===== config.mk =====
export PLATFORM = sky130hd
export DESIGN_NAME = mw_funnel_shr
export DESIGN_NICKNAME = d
export VERILOG_FILES = /design/src/rtl/mwshr_pkg.sv /design/src/rtl/mwshr_split.sv /design/src/rtl/mwshr_seq.sv /design/src/rtl/mwshr_ostage.sv /design/src/rtl/mw_funnel_shr.sv
export SDC_FILE = /design/constraint.sdc
export NUM_CORES = 1
export LEC_CHECK = 0
export BUFFER_PORTS_ARGS = -buffer_cell sky130_fd_sc_hd__buf_2
export CAP_MARGIN = 10
export CORE_UTILIZATION = 25
export CTS_CLUSTER_SIZE = 25
export DETAILED_ROUTE_END_ITERATION = 10
export SLEW_MARGIN = 20
export SYNTH_ARGS = -nofsm -noshare
export SYNTH_HDL_FRONTEND = slang
export SYNTH_SLANG_ARGS = --single-unit

===== constraint.sdc =====
create_clock -name clk -period 6.8 [get_ports clk]
set_input_delay 1.7 -clock clk [delete_from_list [all_inputs] [get_ports clk]]
set_output_delay 1.7 -clock clk [all_outputs]
set_load 0.05 [all_outputs]

===== src/rtl/mwshr_pkg.sv =====
package mwshr_pkg;

    localparam int LIMB_W  = 64;
    localparam int SHAMT_W = 12;
    localparam int BIT_W   = $clog2(LIMB_W);
    localparam int OFF_W   = SHAMT_W - BIT_W;
    localparam int IDX_W   = OFF_W + 1;
    localparam int IDX_MAX = (1 << IDX_W) - 1;

    typedef logic [LIMB_W-1:0] limb_t;
    typedef logic [BIT_W-1:0]  bitoff_t;
    typedef logic [OFF_W-1:0]  limboff_t;
    typedef logic [IDX_W-1:0]  idx_t;

    // what to do with the limb on the input this cycle
    typedef enum logic [1:0] {
        LA_SKIP  = 2'd0,   // below the limb offset: discard
        LA_PARK  = 2'd1,   // first kept limb: store its stay part only
        LA_MERGE = 2'd2    // later kept limb: finish the parked result
    } limb_act_e;

    typedef struct packed {
        limb_t stay;   // bits that remain in this limb after the shift
        limb_t spill;  // bits that belong to the limb below
    } split_t;

    typedef struct packed {
        limboff_t koff;
        bitoff_t  boff;
    } shamt_t;

    function automatic limb_t rot_right(limb_t x, bitoff_t b);
        logic [2*LIMB_W-1:0] dbl;
        dbl = {x, x} >> b;
        return dbl[LIMB_W-1:0];
    endfunction

    function automatic limb_t stay_mask(bitoff_t b);
        return {LIMB_W{1'b1}} >> b;
    endfunction

    function automatic idx_t idx_step(idx_t i);
        return (i == idx_t'(IDX_MAX)) ? i : i + idx_t'(1);
    endfunction

endpackage


===== src/rtl/mwshr_split.sv =====
module mwshr_split
    import mwshr_pkg::*;
(
    input  limb_t   limb,
    input  bitoff_t boff,
    output split_t  parts
);

    limb_t rot;
    limb_t msk;

    always_comb begin
        rot         = rot_right(limb, boff);
        msk         = stay_mask(boff);
        parts.stay  = rot & msk;
        parts.spill = rot & ~msk;
    end

endmodule


===== src/rtl/mwshr_seq.sv =====
module mwshr_seq
    import mwshr_pkg::*;
(
    input  logic      clk,
    input  logic      rst,
    input  logic      acc,
    input  logic      first,
    input  logic      last,
    input  shamt_t    shamt,
    output bitoff_t   boff,
    output limb_act_e act,
    output logic      tail
);

    idx_t     idx_q;
    limboff_t koff_q;
    bitoff_t  boff_q;
    idx_t     idx_cur;
    limboff_t koff_cur;
    idx_t     koff_ext;

    always_comb begin
        koff_cur = first ? shamt.koff : koff_q;
        boff     = first ? shamt.boff : boff_q;
        idx_cur  = first ? '0 : idx_q;
        koff_ext = idx_t'(koff_cur);
        if (idx_cur < koff_ext)
            act = LA_SKIP;
        else if (idx_cur == koff_ext)
            act = LA_PARK;
        else
            act = LA_MERGE;
        tail = last && (act != LA_SKIP);
    end

    always_ff @(posedge clk) begin
        if (rst) begin
            idx_q  <= '0;
            koff_q <= '0;
            boff_q <= '0;
        end else if (acc) begin
            idx_q <= idx_step(idx_cur);
            if (first) begin
                koff_q <= shamt.koff;
                boff_q <= shamt.boff;
            end
        end
    end

endmodule


===== src/rtl/mwshr_ostage.sv =====
module mwshr_ostage
    import mwshr_pkg::*;
(
    input  logic  clk,
    input  logic  rst,
    input  logic  load,
    input  limb_t ld_data,
    input  logic  ld_last,
    input  logic  out_ready,
    output logic  out_valid,
    output limb_t out_data,
    output logic  out_last,
    output logic  free
);

    assign free = !out_valid || out_ready;

    always_ff @(posedge clk) begin
        if (rst) begin
            out_valid <= 1'b0;
            out_data  <= '0;
            out_last  <= 1'b0;
        end else if (load) begin
            out_valid <= 1'b1;
            out_data  <= ld_data;
            out_last  <= ld_last;
        end else if (out_ready) begin
            out_valid <= 1'b0;
        end
    end

endmodule


===== src/rtl/mw_funnel_shr.sv =====
module mw_funnel_shr
    import mwshr_pkg::*;
(
    input  logic               clk,
    input  logic               rst,
    input  logic               in_valid,
    output logic               in_ready,
    input  logic [LIMB_W-1:0]  in_data,
    input  logic               in_first,
    input  logic               in_last,
    input  logic [SHAMT_W-1:0] in_shamt,
    output logic               out_valid,
    input  logic               out_ready,
    output logic [LIMB_W-1:0]  out_data,
    output logic               out_last
);

    logic      free;
    logic      acc;
    bitoff_t   boff;
    limb_act_e act;
    logic      tail;
    split_t    parts;
    limb_t     park_q;
    logic      flush_q;
    logic      load;
    limb_t     ld_data;
    logic      ld_last;

    assign in_ready = free && !flush_q;
    assign acc      = in_valid && in_ready;

    mwshr_seq u_seq (
        .clk   (clk),
        .rst   (rst),
        .acc   (acc),
        .first (in_first),
        .last  (in_last),
        .shamt (shamt_t'(in_shamt)),
        .boff  (boff),
        .act   (act),
        .tail  (tail)
    );

    mwshr_split u_split (
        .limb  (in_data),
        .boff  (boff),
        .parts (parts)
    );

    // result assembly: merge on a kept limb, or drain the top on flush
    always_comb begin
        load    = 1'b0;
        ld_data = park_q;
        ld_last = 1'b0;
        if (flush_q && free) begin
            load    = 1'b1;
            ld_last = 1'b1;
        end else if (acc && act == LA_MERGE) begin
            load    = 1'b1;
            ld_data = park_q | parts.spill;
        end
    end

    always_ff @(posedge clk) begin
        if (rst) begin
            park_q  <= '0;
            flush_q <= 1'b0;
        end else begin
            if (acc && act != LA_SKIP)
                park_q <= parts.stay;
            if (acc && tail)
                flush_q <= 1'b1;
            else if (flush_q && free)
                flush_q <= 1'b0;
        end
    end

    mwshr_ostage u_out (
        .clk       (clk),
        .rst       (rst),
        .load      (load),
        .ld_data   (ld_data),
        .ld_last   (ld_last),
        .out_ready (out_ready),
        .out_valid (out_valid),
        .out_data  (out_data),
        .out_last  (out_last),
        .free      (free)
    );

endmodule


* Word-level counts from Yosys, hierarchy flattened *
Index checks and enable logic that the tools add are counted.

word-level totals
  bits in registers = 150
  bits of input ports = 82
  output and inout port bits = 67
  logic and storage cells = 47

cells by class
  add/subtract/negate cells = 1
  order comparisons = 1
  equality and inequality tests = 3
  shift operators = 2
  muxes and demuxes = 15
  bitwise gates (word level) = 4
  reduce and logical (&&, ||, !) cells = 13

operators with widths
  kind                                                                  number
  64-bit AND                                                            2
  64-bit two-way mux                                                    2
  128-bit by 6-bit right shift with 64-bit output                       1
  64-bit NOT                                                            1
  64-bit bitwise OR                                                     1
  64-bit by 6-bit right shift with 64-bit output, first input constant  1
  7-bit two-way mux                                                     2
  6-bit two-way mux                                                     2
  7-bit by 1-bit adder with 7-bit output, second input constant         1
  7-bit by 6-bit == test with 1-bit output                              1
  7-bit == test, second input constant                                  1
  1-bit logical AND                                                     7
  7-bit by 6-bit less-than comparator with 1-bit output                 1
  1-bit two-way mux                                                     7
  2-bit nonzero test                                                    3
  2-bit two-way mux                                                     2
  2-bit == test, second input constant                                  1
  1-bit logical NOT                                                     2
  1-bit logical OR                                                      1

* Depth between registers and ports, before layout *
Gate-level depths: netlist of run 1.

  depth after elaboration = 9
  gate-level depth with buffers = 16
  depth with buffers taken out = 10

* Modules after synthesis *
Synthesis of run 1 repeated with hierarchy kept, for this count alone.

second synthesis, totals
  cell total of the unflattened synthesis = 1,426
  area, all modules = 12,499.5 sq um

by module, submodules not included
  module         times used  cells each  area an instance (sq um)  sequential area each (sq um)
  mwshr_split    1           705         5,635.4                   0.0
  mw_funnel_shr  1           374         3,363.2                   1,301.2
  mwshr_ostage   1           214         2,386.0                   1,321.3
  mwshr_seq      1           133         1,114.8                   380.4

* Worst setup path after synthesis of run 1 *
Ideal clock, no wire load.

  path kind = in2reg
  start = input port in_first
  end = register park_q[6]
  setup time = 0.135 ns
  data arrival time = 4.878 ns
  required time = 6.665 ns
  setup slack = 1.787 ns
  cell stages on the path = 15
  buffers on the path = 7
  path through = buf_4 -> buf_2 -> buf_2 -> buf_1 -> mux2i_1 -> ha_1 -> a21o_1 -> a211oi_1 -> a21o_1 -> buf_2 -> nor2_1 -> nand2_1 -> clkbuf_1 -> buf_2 -> o221ai_1

between the ends
  longest elaborated chain between the ends = 6
  elaborated cells on any way between the ends = 12
  those cells by class = 1 x order compare; 1 x eq/ne; 2 x shift; 5 x mux; 1 x bitwise; 2 x reduce/logical

ends and longest elaborated chain
  item                                                                                                           line                 text
  start: declaration                                                                                             mw_funnel_shr.sv:9   input logic in_first,
  parallel branches: the longest is 6 deep, another holds 7-bit by 6-bit less-than comparator with 1-bit output  -
  end signal: assignment                                                                                         mw_funnel_shr.sv:71  park_q <= parts.stay;
  end: declaration                                                                                               mw_funnel_shr.sv:24  limb_t park_q;

Parallel ways; which one is timed is not known.
A chain may end at the register's enable or synchronous reset.

* Final worst setup path of run 1 *
  start = input port in_first
  end = register u_out.out_data[14]

between the ends
  longest elaborated chain between the ends = 8
  elaborated cells on any way between the ends = 18
  those cells by class = 1 x order compare; 2 x eq/ne; 2 x shift; 9 x mux; 3 x bitwise; 1 x reduce/logical

ends and longest elaborated chain
  item                                                                                                    line                text
  parallel branches: the longest is 8 deep, another holds 64-bit by 6-bit right shift with 64-bit output  -
  end signal: assignment                                                                                  mwshr_ostage.sv:25  out_data <= ld_data;
  end: declaration                                                                                        mwshr_ostage.sv:11  output limb_t out_data,

Parallel ways; which one is timed is not known.

==> reports/results.ini, run 1 <==
[outcome]
status=finished, final reports clean

[die]
die_h_um=209
initial_utilization_pct=25.5
placementRows=75
core-area_um2=42100
dieArea_um2=43700
io_pins=149
die_w_um=209

[worst_setup_path]
end_kind=register
crit_slowest_cell=mux2i_4
r2r_cells=8
worst_setup_path_start_kind=input pin
worstPathRequired_ns=7.07
cp.arrival_ns=5.42
startpoint=in_first
slowest_delay_ns=0.72
rr_startpoint=u_seq.boff_q[0]
r2r_end=u_out.out_data[14]
critPathMaxFanout=48
crit_chain=buf_2 -> mux2i_4 -> buf_12 -> mux2i_1 -> a22oi_1 -> nand2_1 -> o211ai_1 -> a41oi_1 -> a211oi_1
path_delay_family=multiplexers
worst-path-buf-inv=2
crit_type=input pin to register
r2r_slack_ns=3.06

[timing]
worst_slew_pin_slew_ns=1.21
clock_skew_ns=0.0117
finalCritPeriodShare_pct=75.7
tns_ns=0
rsz0062_at_grt=false
hold_viol_final=0
min_period_ns=5.15
max_slew_margin_pct=18.7
whs_ns=0.451
slew_violations=0
timing.fmax_ghz=0.194
setup_violations=0

[placement]
post-dp-hpwl_um=38600
gp_congestion=1.02
dp.cells=1985
io_buffers=148
place_area_um2=11900

[yosys]
netlist_area_um2=10700
avgSynthCellArea_um2=7.66
ys_async_sr_fraction_pct=0
yosysUniqueCellTypes=63
synth-seq-cells=150
ys_seq_area_share_pct=28.0
ys.flop_type=dfxtp_1
syn_nets=1489
yosysWarnings=0
synth_edf_count=0
synth_area_leaders=dfxtp_1 28%, mux2i_1 11%, a22oi_1 9.4%
synthCells=1400
yosysTopAreaCell=dfxtp_1
synth.top_cell.area_share_pct=28.0

[clocking]
cts_root_buffer=clkbuf_16
insertion_delay_ns=0.44
clk_path_buf_depth=2
post-cts-setup-buffers=0
postCtsHoldBufs=0
cts.clk_slew.worst_paths_ns=0.07
cts_made_buffers=17
htreeDepth=4
numClockSinks=150
ctsResizeCount=0
tritoncts=done

[power_and_ir_drop]
power_density_nw_per_um2=228
p_leak_nw=4.88
peakVddDrop_mv=0.189

[route]
drt_iter0_drc=2145
vias=12500
ant_nets=0
wl_per_cell_um=25.5
drtPass1Iterations=6
route.detailed.drc=0
vias_per_cell=6.21
wirelength_um=51500

[global_routing]
grt_max_degree=93
grt_overflow=0
grt_pass1_wl_um=75200
track_usage_pct=22.9
antenna_found_initial=1
grt_pass1_vias=11200

[run]
max-cap-violations=0

[finish]
final_common_cell=nand2_1
area_growth_pct=16.4
multi_input_area_um2=7200
fillers=4542
final_cell_mix=172 x nand2_1, 150 x dfxtp_1, 147 x buf_2
final_core_util_pct=29.6
fin_nets=1554
layout-drive-gt1-share_pct=16.0
fin_cells=2018
final_area_um2=12500
seq_area_um2=3000

[min_path]
hold_depth=2
worstHoldStart=park_q[60]
holdPathEnd=park_q[60]
hold_class=register to register

-- layout make-up --
cell class,count,share of cell area (%)
diodes,1,0.0201
clock inverters,14,1.05
clock buffers,18,3.44
repair buffers,179,8.12
inverters,7,0.211
well taps,539,5.40
multi-input cells,1110,57.7
flip-flops and latches,150,24.1
-- worst max path at each step --
stage / end / slack [ns] / cells past startpoint
after global routing: u_out.out_data[14] / 1.51 / 10
after floorplan: park_q[6] / 1.79 / 15
final: u_out.out_data[14] / 1.65 / 9
after CTS: u_out.out_data[14] / 1.82 / 10
after global placement: u_out.out_data[14] / 1.37 / 9
after detailed placement: u_out.out_data[14] / 1.34 / 10
-- cells by family after synthesis --
group	Yosys count	share of synthesized area [%]
DFF	150	28.0
buffers and inverters	140	5.78
muxes	123	11.9
adders and majority gates	7	0.817
AOI/OAI and AO/OA	522	34.4
and+or+nand+nor	455	18.8
xor gates and xnor gates	3	0.245
-- Yosys cell counts (42+ instances only) --
master    instances
a22oi_1         134
clkbuf_1         71
o221ai_1         50
nand2_1         172
buf_2            42
a21oi_1          52
o21ai_0          78
mux2i_1         114
nor2_1          106
o211ai_1         64
nand3_1          93
dfxtp_1         150
-- routing by layer --
layer  up-vias  GRT usage (%)  part of all wire (%)
li1       5574              -                     -
met1      5924           31.7                    42
met2       899           33.0                    41
met3       128           6.73                    13
met4         2           8.92                   4.1
met5         -              0                 0.025
-- through the flow --
| step | total power (W) | worst slack (ns) |
|---|---|---|
| CTS | 0.00281 | 1.82 |
| floorplan | 0.00155 | 1.79 |
| finish | 0.00285 | 1.65 |
| detailed placement | 0.00189 | 1.34 |
| global placement | 0.00189 | 1.37 |
| global route | 0.00294 | 1.51 |
-- report_power, final --
| group | internal [W] | switching, W |
|---|---|---|
| sequential | 0.000909 | 0.0000226 |
| clock | 0.000483 | 0.000440 |
| combinational | 0.000255 | 0.000741 |
| total | 0.00165 | 0.00120 |
-- registers in the layout (all words and copies together), names as in the netlist --
register	count
u_out.out_valid	1
u_seq.idx_q	7
u_seq.boff_q	6
flush_q	1
park_q	64
u_out.out_data	64
u_seq.koff_q	6
u_out.out_last	1
-- tightest hold or removal path: cells and delay by family, from the launching register on --
kind	cells	cell delay (ns)
AO/OA/AOI/OAI	1	0.05
flip-flops	1	0.31
AND/OR/NAND/NOR	1	0.05
Note: power is estimated with default switching activity, not from simulation.
==> run 2: changes to the inputs <==
- ABC_AREA: unset -> 1
- clock period: 6.8 -> 4.3 ns (I/O delays scaled with it)
==> reports/results.ini, run 2 <==
[clocking]
post-cts-setup-buffers=0
htreeDepth=4
numClockSinks=150
insertion_delay_ns=0.46
cts_root_buffer=clkbuf_16
ctsResizeCount=0
cts_made_buffers=17
clk_path_buf_depth=2
tritoncts=done
cts.clk_slew.worst_paths_ns=0.07
postCtsHoldBufs=0

[die]
placementRows=77
die_w_um=216
core-area_um2=44600
initial_utilization_pct=25.6
die_h_um=216
io_pins=149
dieArea_um2=46600

[route]
drtPass1Iterations=6
drt_iter0_drc=1721
wirelength_um=58800
vias=14500
route.detailed.drc=0
wl_per_cell_um=23.2
vias_per_cell=5.70
ant_nets=0

[timing]
slew_violations=0
timing.fmax_ghz=0.278
finalCritPeriodShare_pct=83.7
min_period_ns=3.60
rsz0062_at_grt=false
max_slew_margin_pct=35.5
tns_ns=0
worst_slack_ns=0.699
hold_viol_final=0
setup_violations=0
clock_skew_ns=0.0154
worst_slew_pin_slew_ns=0.968

[finish]
final_core_util_pct=29.5
final_cell_mix=892 x nand3_1, 188 x a21oi_1, 157 x nor2_1
layout-drive-gt1-share_pct=12.7
fin_cells=2539
final_common_cell=nand3_1
num_antenna_cells=0
largest_registers=park_q: 64 flops, u_out.out_data: 64 flops, u_seq.idx_q: 7 flops
area_growth_pct=15.2
fin_nets=2023

[worst_setup_path]
cp-endpoint=u_out.out_data[17]
r2r_end=u_out.out_data[17]
worstPathRequired_ns=4.63
crit_type=input pin to register
r2r_slack_ns=1.46
end_kind=register
rr_startpoint=u_seq.koff_q[5]
r2r_cells=13
cp.arrival_ns=3.93
worst_setup_path_start_kind=input pin
critPathMaxFanout=64
startpoint=in_first

[yosys]
synth_top_family_by_area=simple AND/OR/NAND/NOR gates
synth_area_leaders=nand3_1 39%, dfxtp_1 26%, a21oi_1 8.2%
synth_compound_area_share_pct=13.6
ys.flop_type=dfxtp_1
yosys.area_share.simple_pct=50.3
avgSynthCellArea_um2=6.05
synthCells=1887
synth_edf_count=0
netlist_area_um2=11400
synth-seq-cells=150
yosys-top-cells-count=892 x nand3_1, 188 x a21oi_1, 157 x nor2_1
syn_nets=1976
synth.top_cell.area_share_pct=39.1
ys_seq_area_share_pct=26.3
yosysWarnings=0
synth_xor_area_share_pct=0
yosysUniqueCellTypes=32
yosysTopAreaCell=nand3_1
ys_async_sr_fraction_pct=0
synth_fa_ha_area_share_pct=0.767
yosysMostFrequentCell=nand3_1
synth.area.mux_share_pct=0.438

[power_and_ir_drop]
power_density_nw_per_um2=378
p_leak_nw=5.60
peakVddDrop_mv=0.239

[global_routing]
track_usage_pct=25.0
grt_pass1_vias=13600
antenna_found_initial=0
grt_pass1_wl_um=87500
grt_max_degree=83
grt_overflow=0

[placement]
dpl_worst_slack_ns=0.358
gp_congestion=1.06
post-dp-hpwl_um=44900
dp.cells=2507
io_buffers=148

[run]
max-cap-violations=0

[outcome]
status=finished, final reports clean

[min_path]
hold_class=register to register

run 2: cell count changes in the layout (fill, tap and decap cells not counted), moves of 20 or more:
| cell | delta |
|---|---|
| nand2_1 | -47 |
| o211ai_1 | -64 |
| o221ai_1 | -50 |
| nand3_1 | +799 |
| a211oi_1 | -24 |
| o22ai_1 | -35 |
| inv_1 | +40 |
| nor2_1 | +52 |
| mux2i_1 | -107 |
| o2111ai_1 | -21 |
| a22oi_1 | -134 |
| a21oi_1 | +136 |
| o21ai_0 | +20 |
run 2: worst max-delay path: stages:
cell and delay (ns):
buf_2 0.27, inv_2 0.17, nand2_1 0.11, inv_1 0.05, ha_1 0.29, nand3_1 0.08
nor2_1 0.14, nand2_1 0.07, nand3_1 0.13, nand2_2 0.11, nor2_4 0.10, inv_2 0.04
nand2_1 0.08, clkinv_2 0.70, nor2_1 0.35, a21oi_1 0.10
run 2: how the worst min path moves through the flow:
stage | start | to | slack, ns | cells past startpoint
2_1_floorplan | u_seq.koff_q[0] | u_seq.koff_q[0] | 0.42 | 2
3_3_place_gp | u_seq.koff_q[0] | u_seq.koff_q[0] | 0.45 | 2
3_5_place_dp | u_seq.koff_q[0] | u_seq.koff_q[0] | 0.45 | 2
4_1_cts | u_seq.koff_q[0] | u_seq.koff_q[0] | 0.46 | 2
5_1_grt | park_q[28] | park_q[28] | 0.48 | 2
6_report | u_seq.koff_q[0] | u_seq.koff_q[0] | 0.46 | 2
run 2: metal layers:
| metal | routed length [um] | track usage, % | share of wire, % | vias to the layer above |
|---|---|---|---|---|
| li1 | - | - | - | 6821 |
| met4 | 2130 | 9.24 | 3.6 | 0 |
| met5 | 0 | 0 | 0 | - |
| met3 | 3600 | 3.41 | 6.1 | 111 |
| met2 | 29300 | 44.2 | 50 | 669 |
| met1 | 23800 | 30.7 | 40 | 6876 |
run 2: cells by family (layout without fill, tap and decap cells):
logic type | count (synthesis) | after routing
AOI/OAI and AO/OA | 303 | 303
adders and majority gates | 7 | 7
buffers and inverters | 213 | 273
DFF | 150 | 150
muxes | 5 | 5
and+or+nand+nor | 1209 | 1209
run 2: report_power, final:
| part | switching [W] | internal, W | total (W) | leakage (nW) |
|---|---|---|---|---|
| sequential | 0.0000478 | 0.00148 | 0.00153 | 1.22 |
| combinational | 0.00152 | 0.000505 | 0.00203 | 4.12 |
| clock | 0.000644 | 0.000775 | 0.00142 | 0.265 |
| total | 0.00221 | 0.00276 | 0.00497 | 5.60 |
run 2: final cells by class:
cell class | count | area, um2
Clock buffer | 20 | 457
Clock inverter | 12 | 96.3
Fill cell | 4959 | 31400
Inverter | 57 | 215
Multi-Input combinational cell | 1524 | 7490
Sequential cell | 150 | 3000
Tap cell | 592 | 741
Timing Repair Buffer | 184 | 1160
run 2: metrics by stage:
step / total power (W) / hold slack, ns / instance area [um2]
2_1_floorplan: 0.00284 / 0.424 / 11400
3_3_place_gp: 0.00353 / 0.450 / 12600
3_5_place_dp: 0.00354 / 0.450 / 12600
4_1_cts: 0.00497 / 0.460 / 13200
5_1_grt: 0.00520 / 0.481 / 13200
6_report: 0.00497 / 0.458 / 13200
